`config.mk`:
```
export PLATFORM = sky130hd
export DESIGN_NAME = sc_sniff_rx
export DESIGN_NICKNAME = d
export VERILOG_FILES = /design/src/rtl/sc_sniff_pkg.sv /design/src/rtl/sc_sniff_sync.sv /design/src/rtl/sc_sniff_rst_track.sv /design/src/rtl/sc_sniff_char_rx.sv /design/src/rtl/sc_sniff_rx.sv
export SDC_FILE = /design/constraint.sdc
export NUM_CORES = 1
export LEC_CHECK = 0
export ABC_AREA = 0
export ABC_CLOCK_PERIOD_IN_PS = 3850
export BUFFER_PORTS_ARGS = -buffer_cell sky130_fd_sc_hd__buf_4
export CORE_MARGIN = 3
export CORE_UTILIZATION = 48
export CTS_CLUSTER_SIZE = 16
export DETAILED_ROUTE_END_ITERATION = 16
export GPL_TIMING_DRIVEN = 0
export HOLD_SLACK_MARGIN = 0.02
export PLACE_DENSITY = 0.75
export SYNTH_ARGS = -nofsm -noshare
export SYNTH_HDL_FRONTEND = slang
export SYNTH_SLANG_ARGS = --single-unit
```
`constraint.sdc`:
```
create_clock -name clk -period 3.85 [get_ports clk]
set_clock_uncertainty 0.2 [all_clocks]
set_input_delay 0.1925 -clock clk [delete_from_list [all_inputs] [get_ports clk]]
set_output_delay 0.1925 -clock clk [all_outputs]
set_load 0.05 [all_outputs]
```
`src/rtl/sc_sniff_pkg.sv`:
```
package sc_sniff_pkg;

    typedef enum logic [2:0] {
        RX_IDLE,
        RX_START,
        RX_BITS,
        RX_ERRCHK,
        RX_WAITHI
    } rx_state_e;

    // Half-etu index counter width and the indices at which the line is sampled
    localparam int          HALF_IDX_W    = 5;
    localparam logic [4:0]  HALF_START    = 5'd1;
    localparam logic [4:0]  HALF_LAST_BIT = 5'd19;
    localparam logic [4:0]  HALF_ERR      = 5'd22;

    // Character frame: 8 data bits plus parity
    localparam int          FRAME_BITS    = 9;

endpackage

```
`src/rtl/sc_sniff_sync.sv`:
```
module sc_sniff_sync #(
    parameter int           N        = 3,
    parameter logic [N-1:0] IDLE_VAL = '0
) (
    input  logic         clk,
    input  logic         rst_n,
    input  logic [N-1:0] raw_i,
    output logic [N-1:0] lvl_o,
    output logic [N-1:0] prev_o
);

    typedef struct packed {
        logic [N-1:0] meta;
        logic [N-1:0] stab;
        logic [N-1:0] prev;
    } sync_t;

    sync_t sync_d, sync_q;

    always_comb begin
        sync_d      = sync_q;
        sync_d.meta = raw_i;
        sync_d.stab = sync_q.meta;
        sync_d.prev = sync_q.stab;
    end

    always_ff @(posedge clk or negedge rst_n) begin
        if (!rst_n) begin
            sync_q <= '{meta: IDLE_VAL, stab: IDLE_VAL, prev: IDLE_VAL};
        end else begin
            sync_q <= sync_d;
        end
    end

    for (genvar i = 0; i < N; i++) begin : g_out
        assign lvl_o[i]  = sync_q.stab[i];
        assign prev_o[i] = sync_q.prev[i];
    end

endmodule

```
`src/rtl/sc_sniff_rst_track.sv`:
```
module sc_sniff_rst_track #(
    parameter int           HALF_W   = 8,
    parameter logic [HALF_W-1:0] HALF_DEF = 8'd186
) (
    input  logic              clk,
    input  logic              rst_n,
    input  logic              lvl_i,
    input  logic              prev_i,
    input  logic              load_i,
    input  logic [HALF_W-1:0] val_i,
    output logic              evt_o,
    output logic              level_o,
    output logic [HALF_W-1:0] half_o
);

    typedef struct packed {
        logic              evt;
        logic              level;
        logic [HALF_W-1:0] half;
    } trk_t;

    trk_t trk_d, trk_q;
    logic rise, fall;

    always_comb begin
        rise      = lvl_i & ~prev_i;
        fall      = ~lvl_i & prev_i;
        trk_d     = trk_q;
        trk_d.evt = rise | fall;
        if (rise) begin
            trk_d.level = 1'b1;
        end else if (fall) begin
            trk_d.level = 1'b0;
        end
        // session-opening edge has priority over an external load
        if (rise) begin
            trk_d.half = HALF_DEF;
        end else if (load_i) begin
            trk_d.half = val_i;
        end
    end

    always_ff @(posedge clk or negedge rst_n) begin
        if (!rst_n) begin
            trk_q <= '{evt: 1'b0, level: 1'b0, half: HALF_DEF};
        end else begin
            trk_q <= trk_d;
        end
    end

    assign evt_o   = trk_q.evt;
    assign level_o = trk_q.level;
    assign half_o  = trk_q.half;

endmodule

```
`src/rtl/sc_sniff_char_rx.sv`:
```
module sc_sniff_char_rx
    import sc_sniff_pkg::*;
#(
    parameter int HALF_W = 8
) (
    input  logic              clk,
    input  logic              rst_n,
    input  logic              io_lvl_i,
    input  logic              io_prev_i,
    input  logic              cclk_lvl_i,
    input  logic              cclk_prev_i,
    input  logic [HALF_W-1:0] half_i,
    output logic              valid_o,
    output logic [7:0]        data_o,
    output logic              parity_o,
    output logic              err_o
);

    typedef struct packed {
        rx_state_e             st;
        logic [HALF_W-1:0]     cnt;
        logic [HALF_IDX_W-1:0] halfs;
        logic [HALF_W-1:0]     hetu;
        logic [FRAME_BITS-1:0] shreg;
        logic                  valid;
        logic [7:0]            data;
        logic                  par;
        logic                  err;
    } rx_t;

    rx_t rx_d, rx_q;

    logic                  io_fall;
    logic                  cclk_rise;
    logic [HALF_W:0]       cnt_inc;
    logic                  tick;
    logic [HALF_IDX_W-1:0] next_half;

    always_comb begin
        io_fall   = ~io_lvl_i & io_prev_i;
        cclk_rise = cclk_lvl_i & ~cclk_prev_i;
        cnt_inc   = {1'b0, rx_q.cnt} + 1'b1;
        tick      = cclk_rise && (cnt_inc >= {1'b0, rx_q.hetu});
        next_half = rx_q.halfs + 1'b1;

        rx_d       = rx_q;
        rx_d.valid = 1'b0;

        if (rx_q.st != RX_IDLE && cclk_rise) begin
            if (tick) begin
                rx_d.cnt   = '0;
                rx_d.halfs = next_half;
            end else begin
                rx_d.cnt = cnt_inc[HALF_W-1:0];
            end
        end

        case (rx_q.st)
            RX_IDLE: begin
                if (io_fall) begin
                    rx_d.st    = RX_START;
                    rx_d.cnt   = '0;
                    rx_d.halfs = '0;
                    rx_d.hetu  = half_i;
                end
            end
            RX_START: begin
                if (tick && next_half == HALF_START) begin
                    rx_d.st = io_lvl_i ? RX_IDLE : RX_BITS;
                end
            end
            RX_BITS: begin
                if (tick && next_half[0]) begin
                    rx_d.shreg = {io_lvl_i, rx_q.shreg[FRAME_BITS-1:1]};
                    if (next_half == HALF_LAST_BIT) begin
                        rx_d.st = RX_ERRCHK;
                    end
                end
            end
            RX_ERRCHK: begin
                if (tick && next_half == HALF_ERR) begin
                    rx_d.valid = 1'b1;
                    rx_d.data  = rx_q.shreg[7:0];
                    rx_d.par   = rx_q.shreg[FRAME_BITS-1];
                    rx_d.err   = ~io_lvl_i;
                    rx_d.st    = RX_WAITHI;
                end
            end
            RX_WAITHI: begin
                if (io_lvl_i) begin
                    rx_d.st = RX_IDLE;
                end
            end
            default: rx_d.st = RX_IDLE;
        endcase
    end

    always_ff @(posedge clk or negedge rst_n) begin
        if (!rst_n) begin
            rx_q <= '{st: RX_IDLE, cnt: '0, halfs: '0, hetu: '0, shreg: '0,
                      valid: 1'b0, data: '0, par: 1'b0, err: 1'b0};
        end else begin
            rx_q <= rx_d;
        end
    end

    assign valid_o  = rx_q.valid;
    assign data_o   = rx_q.data;
    assign parity_o = rx_q.par;
    assign err_o    = rx_q.err;

endmodule

```
`src/rtl/sc_sniff_rx.sv`:
```
module sc_sniff_rx #(
    parameter int                HALF_W   = 8,
    parameter logic [HALF_W-1:0] HALF_DEF = 8'd186
) (
    input  logic              clk,
    input  logic              rst_n,
    input  logic              card_rst_i,
    input  logic              card_clk_i,
    input  logic              card_io_i,
    input  logic              half_etu_load_i,
    input  logic [HALF_W-1:0] half_etu_val_i,
    output logic [HALF_W-1:0] half_etu_o,
    output logic              char_valid_o,
    output logic [7:0]        char_data_o,
    output logic              char_parity_o,
    output logic              char_err_o,
    output logic              rst_event_o,
    output logic              rst_level_o
);

    localparam int          N_LINES = 3;
    localparam int          IDX_RST = 0;
    localparam int          IDX_CLK = 1;
    localparam int          IDX_IO  = 2;
    localparam logic [N_LINES-1:0] LINE_IDLE = N_LINES'(1) << IDX_IO;

    logic [N_LINES-1:0] line_lvl;
    logic [N_LINES-1:0] line_prev;
    logic [N_LINES-1:0] line_raw;

    assign line_raw = {card_io_i, card_clk_i, card_rst_i};

    sc_sniff_sync #(
        .N        (N_LINES),
        .IDLE_VAL (LINE_IDLE)
    ) sync_i (
        .clk    (clk),
        .rst_n  (rst_n),
        .raw_i  (line_raw),
        .lvl_o  (line_lvl),
        .prev_o (line_prev)
    );

    sc_sniff_rst_track #(
        .HALF_W   (HALF_W),
        .HALF_DEF (HALF_DEF)
    ) rst_trk_i (
        .clk     (clk),
        .rst_n   (rst_n),
        .lvl_i   (line_lvl[IDX_RST]),
        .prev_i  (line_prev[IDX_RST]),
        .load_i  (half_etu_load_i),
        .val_i   (half_etu_val_i),
        .evt_o   (rst_event_o),
        .level_o (rst_level_o),
        .half_o  (half_etu_o)
    );

    sc_sniff_char_rx #(
        .HALF_W (HALF_W)
    ) char_rx_i (
        .clk         (clk),
        .rst_n       (rst_n),
        .io_lvl_i    (line_lvl[IDX_IO]),
        .io_prev_i   (line_prev[IDX_IO]),
        .cclk_lvl_i  (line_lvl[IDX_CLK]),
        .cclk_prev_i (line_prev[IDX_CLK]),
        .half_i      (half_etu_o),
        .valid_o     (char_valid_o),
        .data_o      (char_data_o),
        .parity_o    (char_parity_o),
        .err_o       (char_err_o)
    );

endmodule

```
==> results_dict.tcl, run 1 <==
set metrics [dict create \
    worst_slew_pin_slew_ns 0.8725 \
    synth_ff_type "dfrtp_1" \
    slew_headroom_pct 41.33 \
    clockPowerShare_pct 28.3 \
    cap_violations 0 \
    startpoint_type "register" \
    status "complete, no violations" \
    ctsRootBufferMaster "clkbuf_8" \
    wl_um 5780 \
    track_usage_pct 17.86 \
    diodes 0 \
    p_leak_nw 1.801 \
    synth.avg_cell_area_um2 11.19 \
    setup_violations 0 \
    final_nets 355 \
    synth_cells 268 \
    p_seq_share_pct 41.8 \
    ys_types 48 \
    holdPathStages 3 \
    maxSlewViolCount 0 \
    die_h_um 85.03 \
    clk_pin_slew_ns 0.07 \
    use_met2_pct 27.12 \
    multi_input_area_um2 1252 \
    core_area_um2 5991 \
    worst_r2r_endpoint "char_rx_i.rx_q[41]" \
    overflow 0 \
    grt_pass1_vias 2144 \
    yosysWarnings 0 \
    switching_power_w 0.0007141 \
    rows 28 \
    design_area_um2 3684 \
    insertion_delay_ns 0.34 \
    synth_edf_count 0 \
    antenna_found_initial 0 \
    netlist_area_um2 2998 \
    drt_first_pass_iters 4 \
    ir_drop_uv 369.9 \
    syn-num-nets 297 \
    drt-initial-drc-count 115 \
    pin_count 35 \
    layout_worst_path_cycle_share_pct 94.45 \
    hold_violations 0 \
    grt_max_degree 64 \
    numCtsBuffers 9 \
    synth-seq-cells 63 \
    seqCellArea_um2 1587 \
    cp_max_fo 10 \
    viasPerCell 5.281 \
    wl_per_cell_um 14.24 \
    postCtsSetupBuffers 0 \
    hold_start "half_etu_load_i" \
    clockBufferDepth 2 \
    detail-route-antenna-nets 0 \
    met3_usage_pct 3.689 \
    tritoncts "done" \
    route.detailed.drc 0 \
    cellPowerDensity_nw_per_um2 547.1 \
    reg2reg_slack_ns 0.21 \
    critPathRequiredTime_ns 3.86 \
    grt_pass1_wl_um 10130 \
    combPwrFrac_pct 29.9 \
    holdPathEnd "rst_trk_i.half_o[7]" \
    rr_startpoint "char_rx_i.rx_q[33]" \
    cts_sinks 63 \
    die_area_um2 7230 \
    crit_path_end_kind "register" \
    crit_type "register to register" \
    die_w_um 85.03 \
    netSwitchingFraction_pct 35.44 \
    h-tree-depth 3 \
    internal_power_w 0.001301 \
    r2r_cells 14 \
    finalSetupTns_ns 0 \
    top_usage_layer "met2" \
    port_buffers 34 \
    start_util_pct 50.04 \
    place_area_um2 3347 \
    gp_congestion 0.8244 \
    syn2layout_area_growth_pct 22.87 \
    grt_setup_unrepaired "false" \
    use_met1_pct 24.15 \
    hold_path.class "input port to register" \
    ys_seq_area_share_pct 52.92 \
    period_needed_ns 3.636 \
    fillers 481 \
    fmax_mhz 275.0 \
    crit_arrival_ns 3.65 \
    final_layout_size_suffix_gt1_share_pct 30.21 \
    ys_async_sr_fraction_pct 100.0 \
    hpwl_um 3908 \
    vias 2144 \
]
logic make-up after synthesis:
group	share of synthesized area [%]
simple gates	13.15
flops	52.92
compound gates	10.73
buf+inv	5.426
mux	9.474
fa+ha+maj	6.260
xor+xnor	2.045
worst max-delay path, cell delays in order (launching register included):
cell and delay [ns]:
dfrtp_1 0.43, ha_1 0.27, nand3_2 0.16, nor2_1 0.23
xor2_1 0.21, ha_1 0.30, a21oi_2 0.16, o21ai_2 0.08
a221o_1 0.34, buf_6 0.16, and2_2 0.16, ha_1 0.19
and4_2 0.33, a31oi_1 0.21, nand3b_1 0.09
how the worst max path moves through the flow:
stage                             from                 end  slack [ns]  cells after the start
global placement    char_rx_i.rx_q[33]  char_rx_i.rx_q[41]        0.14                     15
global route        char_rx_i.rx_q[33]  char_rx_i.rx_q[41]      0.0004                     14
detailed placement  char_rx_i.rx_q[33]  char_rx_i.rx_q[18]        0.04                     14
finish              char_rx_i.rx_q[33]  char_rx_i.rx_q[41]        0.21                     14
floorplan           char_rx_i.rx_q[33]  char_rx_i.rx_q[11]        0.50                     14
CTS                 char_rx_i.rx_q[33]  char_rx_i.rx_q[17]        0.03                     14
cell type report:
class | count | area share, %
Sequential cell | 63 | 43.07
Multi-Input combinational cell | 172 | 34.00
Timing Repair Buffer | 48 | 10.73
Clock buffer | 9 | 3.363
Buffer | 15 | 2.582
Tap cell | 75 | 2.548
Clock inverter | 7 | 1.970
Inverter | 17 | 1.732
per-stage QoR:
step | hold slack (ns) | utilization [%] | worst slack (ns) | total power [W] | std cells
3_5_place_dp | 0.1031 | 55.87 | 0.04110 | 0.001437 | 377
2_1_floorplan | -0.3031 | - | 0.5011 | 0.001278 | 268
6_report | 0.05821 | 61.49 | 0.2137 | 0.002015 | 406
4_1_cts | 0.05516 | 61.49 | 0.03355 | 0.002020 | 407
3_3_place_gp | 0.1009 | 55.87 | 0.1357 | 0.001416 | 377
5_1_grt | 0.05437 | 61.49 | 0.0004090 | 0.002148 | 406
timing repair:
item | CTS | global route
hold endpoints to repair | 66 | 0
hold buffers | 14 | 0
gates resized for setup | 0 | 2
endpoints found under the setup margin | 0 | 10
sequential cells by signal, summed over array words and instances, names as in the netlist:
| signal | flops |
|---|---|
| char_rx_i.rx_q | 33 |
| sync_i.sync_d | 3 |
| char_rx_i.parity_o | 1 |
| sync_i.lvl_o | 3 |
| rst_trk_i.half_o | 8 |
| rst_trk_i.level_o | 1 |
| char_rx_i.valid_o | 1 |
| char_rx_i.err_o | 1 |
| rst_trk_i.evt_o | 1 |
| sync_i.prev_o | 3 |
| char_rx_i.data_o | 8 |
metal layers:
metal | vias to the layer above | part of all wire (%)
met2 | 55 | 46
met3 | 12 | 3.8
met1 | 1026 | 47
met5 | - | 0
met4 | 0 | 2.4
li1 | 1051 | -
cell usage in the layout, fill, tap and decap left out, types with 3 or more instances in the layout:
cell	synthesis	routed
dfrtp_1	55	55
buf_4	8	42
nand2_1	27	27
mux2_2	19	19
inv_1	17	17
ha_1	15	15
dlygate4sd3_1	0	14
nor2_1	13	12
a31oi_1	10	10
o21ai_0	9	9
clkbuf_8	0	9
nand3_1	8	8
dfstp_2	8	8
nor2b_1	7	7
a21oi_1	7	7
mux2i_1	7	7
nor3_1	5	5
a211o_1	5	5
xor2_1	4	4
clkbuf_1	5	4
xnor2_1	3	3
or3_2	3	3
synth_stat cells, drive strengths merged, types with 2 or more instances:
| library cell | instances | area share (%) |
|---|---|---|
| mux2 | 19 | 7.1 |
| o21ai | 11 | 2.0 |
| a211o | 5 | 1.5 |
| xor2 | 4 | 1.2 |
| mux2i | 7 | 2.3 |
| dfrtp | 55 | 46 |
| o31ai | 2 | 0.50 |
| nor2b | 7 | 1.5 |
| clkbuf | 5 | 0.63 |
| nand4 | 2 | 0.42 |
| a31oi | 10 | 2.1 |
| xnor2 | 3 | 0.88 |
| dfstp | 8 | 7.0 |
| inv | 17 | 2.1 |
| nand4b | 2 | 0.58 |
| nand2 | 27 | 3.4 |
| a21oi | 8 | 1.5 |
| nor2 | 13 | 1.6 |
| nor3 | 5 | 0.83 |
| buf | 11 | 2.7 |
| and2 | 3 | 0.67 |
| or3 | 4 | 0.96 |
| a32o | 2 | 0.67 |
| nand3 | 9 | 1.7 |
| ha | 15 | 6.3 |
power by group through the flow:
stage / combinational, W / clock (W) / sequential, W
after floorplan: 0.000405 / 0 / 0.000873
after global placement: 0.000567 / 0 / 0.000848
after detailed placement: 0.000584 / 0 / 0.000853
after CTS: 0.000600 / 0.000578 / 0.000842
after global routing: 0.000675 / 0.000614 / 0.000859
final: 0.000603 / 0.000569 / 0.000842
No activity file was read; power rests on OpenSTA's default activity.
==> run 2, diff against run 1 <==
- ABC_AREA: 0 -> 1
- SETUP_SLACK_MARGIN: default -> 0.2
==> run 2 against run 1 <==
  * Combinational power is 9.1% lower
  * Core utilization shrank 0.65 points
  * Register-to-register slack improved by 0.40 ns
  * Flip-flop and latch count is the same
  * Critical path type unchanged
  * Largest cell class unchanged
  * Largest power group unchanged
  * Highest routed layer unchanged
==> results_dict.tcl, run 2 <==
set metrics [dict create \
    maxSlewViolCount 0 \
    layout_commonest_cell "nand2_1" \
    core_area_um2 5956 \
    netSwitchingFraction_pct 35.91 \
    design_area_um2 3623 \
    overflow 0 \
    ys_top_cells_by_count "nand2_1 (62), dfrtp_1 (55), inv_1 (44), o21ai_0 (26), nand3_1 (21)" \
    wl_um 5729 \
    synth_edf_count 0 \
    p_seq_share_pct 44.3 \
    netlist_area_um2 2969 \
    track_usage_pct 17.39 \
    largest-register "char_rx_i.rx_q" \
    critPathRequiredTime_ns 3.86 \
    crit_path_end_kind "register" \
    period_needed_ns 3.240 \
    syn-num-nets 344 \
    start_util_pct 49.85 \
    drt_first_pass_iters 4 \
    switching_power_w 0.0006807 \
    drt-initial-drc-count 121 \
    clockPowerShare_pct 26.8 \
    reg2reg_slack_ns 0.61 \
    crit_path_end "char_rx_i.rx_q[12]" \
    combPwrFrac_pct 28.9 \
    h-tree-depth 3 \
    yosysWarnings 0 \
    setup_violations 0 \
    crit_type "register to register" \
    vias 2287 \
    die_h_um 84.65 \
    ctsRootBufferMaster "clkbuf_8" \
    diodes 0 \
    rr_startpoint "char_rx_i.rx_q[33]" \
    max_stage_delay_ns 0.40 \
    final_nets 402 \
    final_cell_mix "nand2_1 (62), dfrtp_1 (55), inv_1 (44), buf_4 (42), o21ai_0 (26)" \
    tritoncts "done" \
    highest_layer "met4" \
    routed-wl-met2_um 2780 \
    ys_seq_area_share_pct 53.43 \
    hpwl_um 3996 \
    layout_worst_path_cycle_share_pct 84.15 \
    gp_congestion 0.8182 \
    worst_slack_ns 0.6102 \
    critPathMostFrequentCell "nand2_1" \
    synth_most_common_cell "nand2_1" \
    hold_ws_ns 0.04746 \
    synth_top_area_share_pct 46.35 \
    ys_async_sr_fraction_pct 100.0 \
    p_leak_nw 1.836 \
    clk_pin_slew_ns 0.07 \
    grt_setup_unrepaired "false" \
    crit_arrival_ns 3.25 \
    ir_drop_uv 319.3 \
    grt_pass1_wl_um 9998 \
    place_area_um2 3318 \
    clockBufferDepth 2 \
    hold_path.class "input port to register" \
    wl_per_cell_um 12.65 \
    viasPerCell 5.049 \
    fmax_mhz 308.7 \
    yosys-top-cells-area "dfrtp_1 (46%), nand2_1 (7.8%), dfstp_2 (7.1%)" \
    antenna_found_initial 0 \
    largest_register_ffs 33 \
    port_buffers 34 \
    grt_pass1_vias 2297 \
    cellPowerDensity_nw_per_um2 523.1 \
    worst_r2r_endpoint "char_rx_i.rx_q[12]" \
    cp_max_fo 10 \
    synth-seq-cells 63 \
    r2r_cells 16 \
    worst_slew_pin_slew_ns 0.7749 \
    status "complete, no violations" \
    synth_cells 315 \
    grt_max_degree 64 \
    wl_met1_um 2703 \
    route.detailed.drc 0 \
    slew_headroom_pct 48.34 \
    pre_cts_slack_ns 0.5276 \
    syn2layout_area_growth_pct 22.04 \
    path_cells "ha_1 -> nand3_2 -> xor2_1 -> ha_1 -> a21oi_1 -> nand3_1 -> nand2_1 -> nand2_1 -> nand2_1 -> nand2_2 -> nand2_4 -> clkinv_2 -> ha_1 -> nand2_1 -> clkbuf_2 -> o21ai_0" \
    die_area_um2 7166 \
    insertion_delay_ns 0.33 \
    ys_types 30 \
    routed-wl-met3_um 180 \
    hold_violations 0 \
    worstSetupStartpoint "char_rx_i.rx_q[33]" \
    synth_ff_type "dfrtp_1" \
    yosysTopAreaCell "dfrtp_1" \
    detail-route-antenna-nets 0 \
    synth.avg_cell_area_um2 9.426 \
    startpoint_type "register" \
    finalSetupTns_ns 0 \
    rows 28 \
    cap_violations 0 \
    pin_count 35 \
    die_w_um 84.65 \
    internal_power_w 0.001215 \
    numCtsBuffers 9 \
    final_layout_size_suffix_gt1_share_pct 23.02 \
    slowest_stage "dfrtp_1" \
    cts_sinks 63 \
]
## run 2: cell count changes after synthesis, sizes merged, moves of 4 or more
cell   delta
o21ai    +24
or3       -4
inv      +27
a211o     -5
a31oi     -8
xor2      +5
mux2     -19
mux2i     -7
nand2    +37
nand3    +14
nor2b     -7
## run 2: power groups by stage
stage | clock [W] | sequential [W] | combinational (W)
2_1_floorplan | 0 | 0.000866 | 0.000371
3_5_place_dp | 0 | 0.000848 | 0.000535
4_1_cts | 0.000520 | 0.000837 | 0.000549
3_3_place_gp | 0 | 0.000844 | 0.000505
5_1_grt | 0.000552 | 0.000852 | 0.000631
6_report | 0.000509 | 0.000840 | 0.000548
## run 2: cells by family after synthesis
group	share of synthesized area (%)
compound gates	11.50
xor+xnor	2.655
fa+ha+maj	6.321
buf+inv	9.524
flops	53.43
simple gates	16.56
## run 2: worst max-delay path, delay by kind of cell (launching register included)
kind | cells | cell delay [ns]
AO/OA/AOI/OAI | 2 | 0.28
XOR/XNOR | 1 | 0.23
adder cells (fa/ha/maj) | 3 | 0.74
buffers and inverters | 2 | 0.36
flip-flops | 1 | 0.40
AND/OR/NAND/NOR | 8 | 0.91
## run 2: how the worst min path moves through the flow
stage                                from                  end  cells past startpoint
after floorplan                     rst_n  char_rx_i.data_o[0]                      0
after CTS                 half_etu_load_i  rst_trk_i.half_o[7]                      4
final                     half_etu_load_i  rst_trk_i.half_o[2]                      3
after global routing      half_etu_load_i  rst_trk_i.half_o[2]                      3
after global placement         card_rst_i     sync_i.sync_d[3]                      1
after detailed placement       card_rst_i     sync_i.sync_d[3]                      1
## run 2: what timing repair did
action | 4_1_cts | 5_1_grt
hold endpoints to repair | 66 | 0
setup buffers | 0 | 0
hold buffers | 13 | 0
endpoints found under the setup margin | 0 | 9
resized for setup | 0 | 2
## run 2: final cells by class
type                    count  area (um^2)
fillers                   506         2332
clock buffers              10        137.6
plain buffers              15        105.1
well taps                  75        93.84
clock inverters             6        36.28
multi-input cells         191         1100
inverters                  46        178.9
flip-flops and latches     63         1587
repair buffers             47        385.4
## run 2: layer usage
metal	vias to the layer above	track usage, %
met5	-	0
met3	6	5.496
li1	1124	-
met2	37	27.90
met4	0	6.331
met1	1120	22.19
## run 2: stage by stage
step           utilization (%)  cells  total power, W
2_1_floorplan                -    315        0.001237
3_3_place_gp             55.71    424        0.001350
3_5_place_dp             55.71    424        0.001382
4_1_cts                  60.82    453        0.001907
5_1_grt                  60.84    453        0.002034
6_report                 60.84    453        0.001896
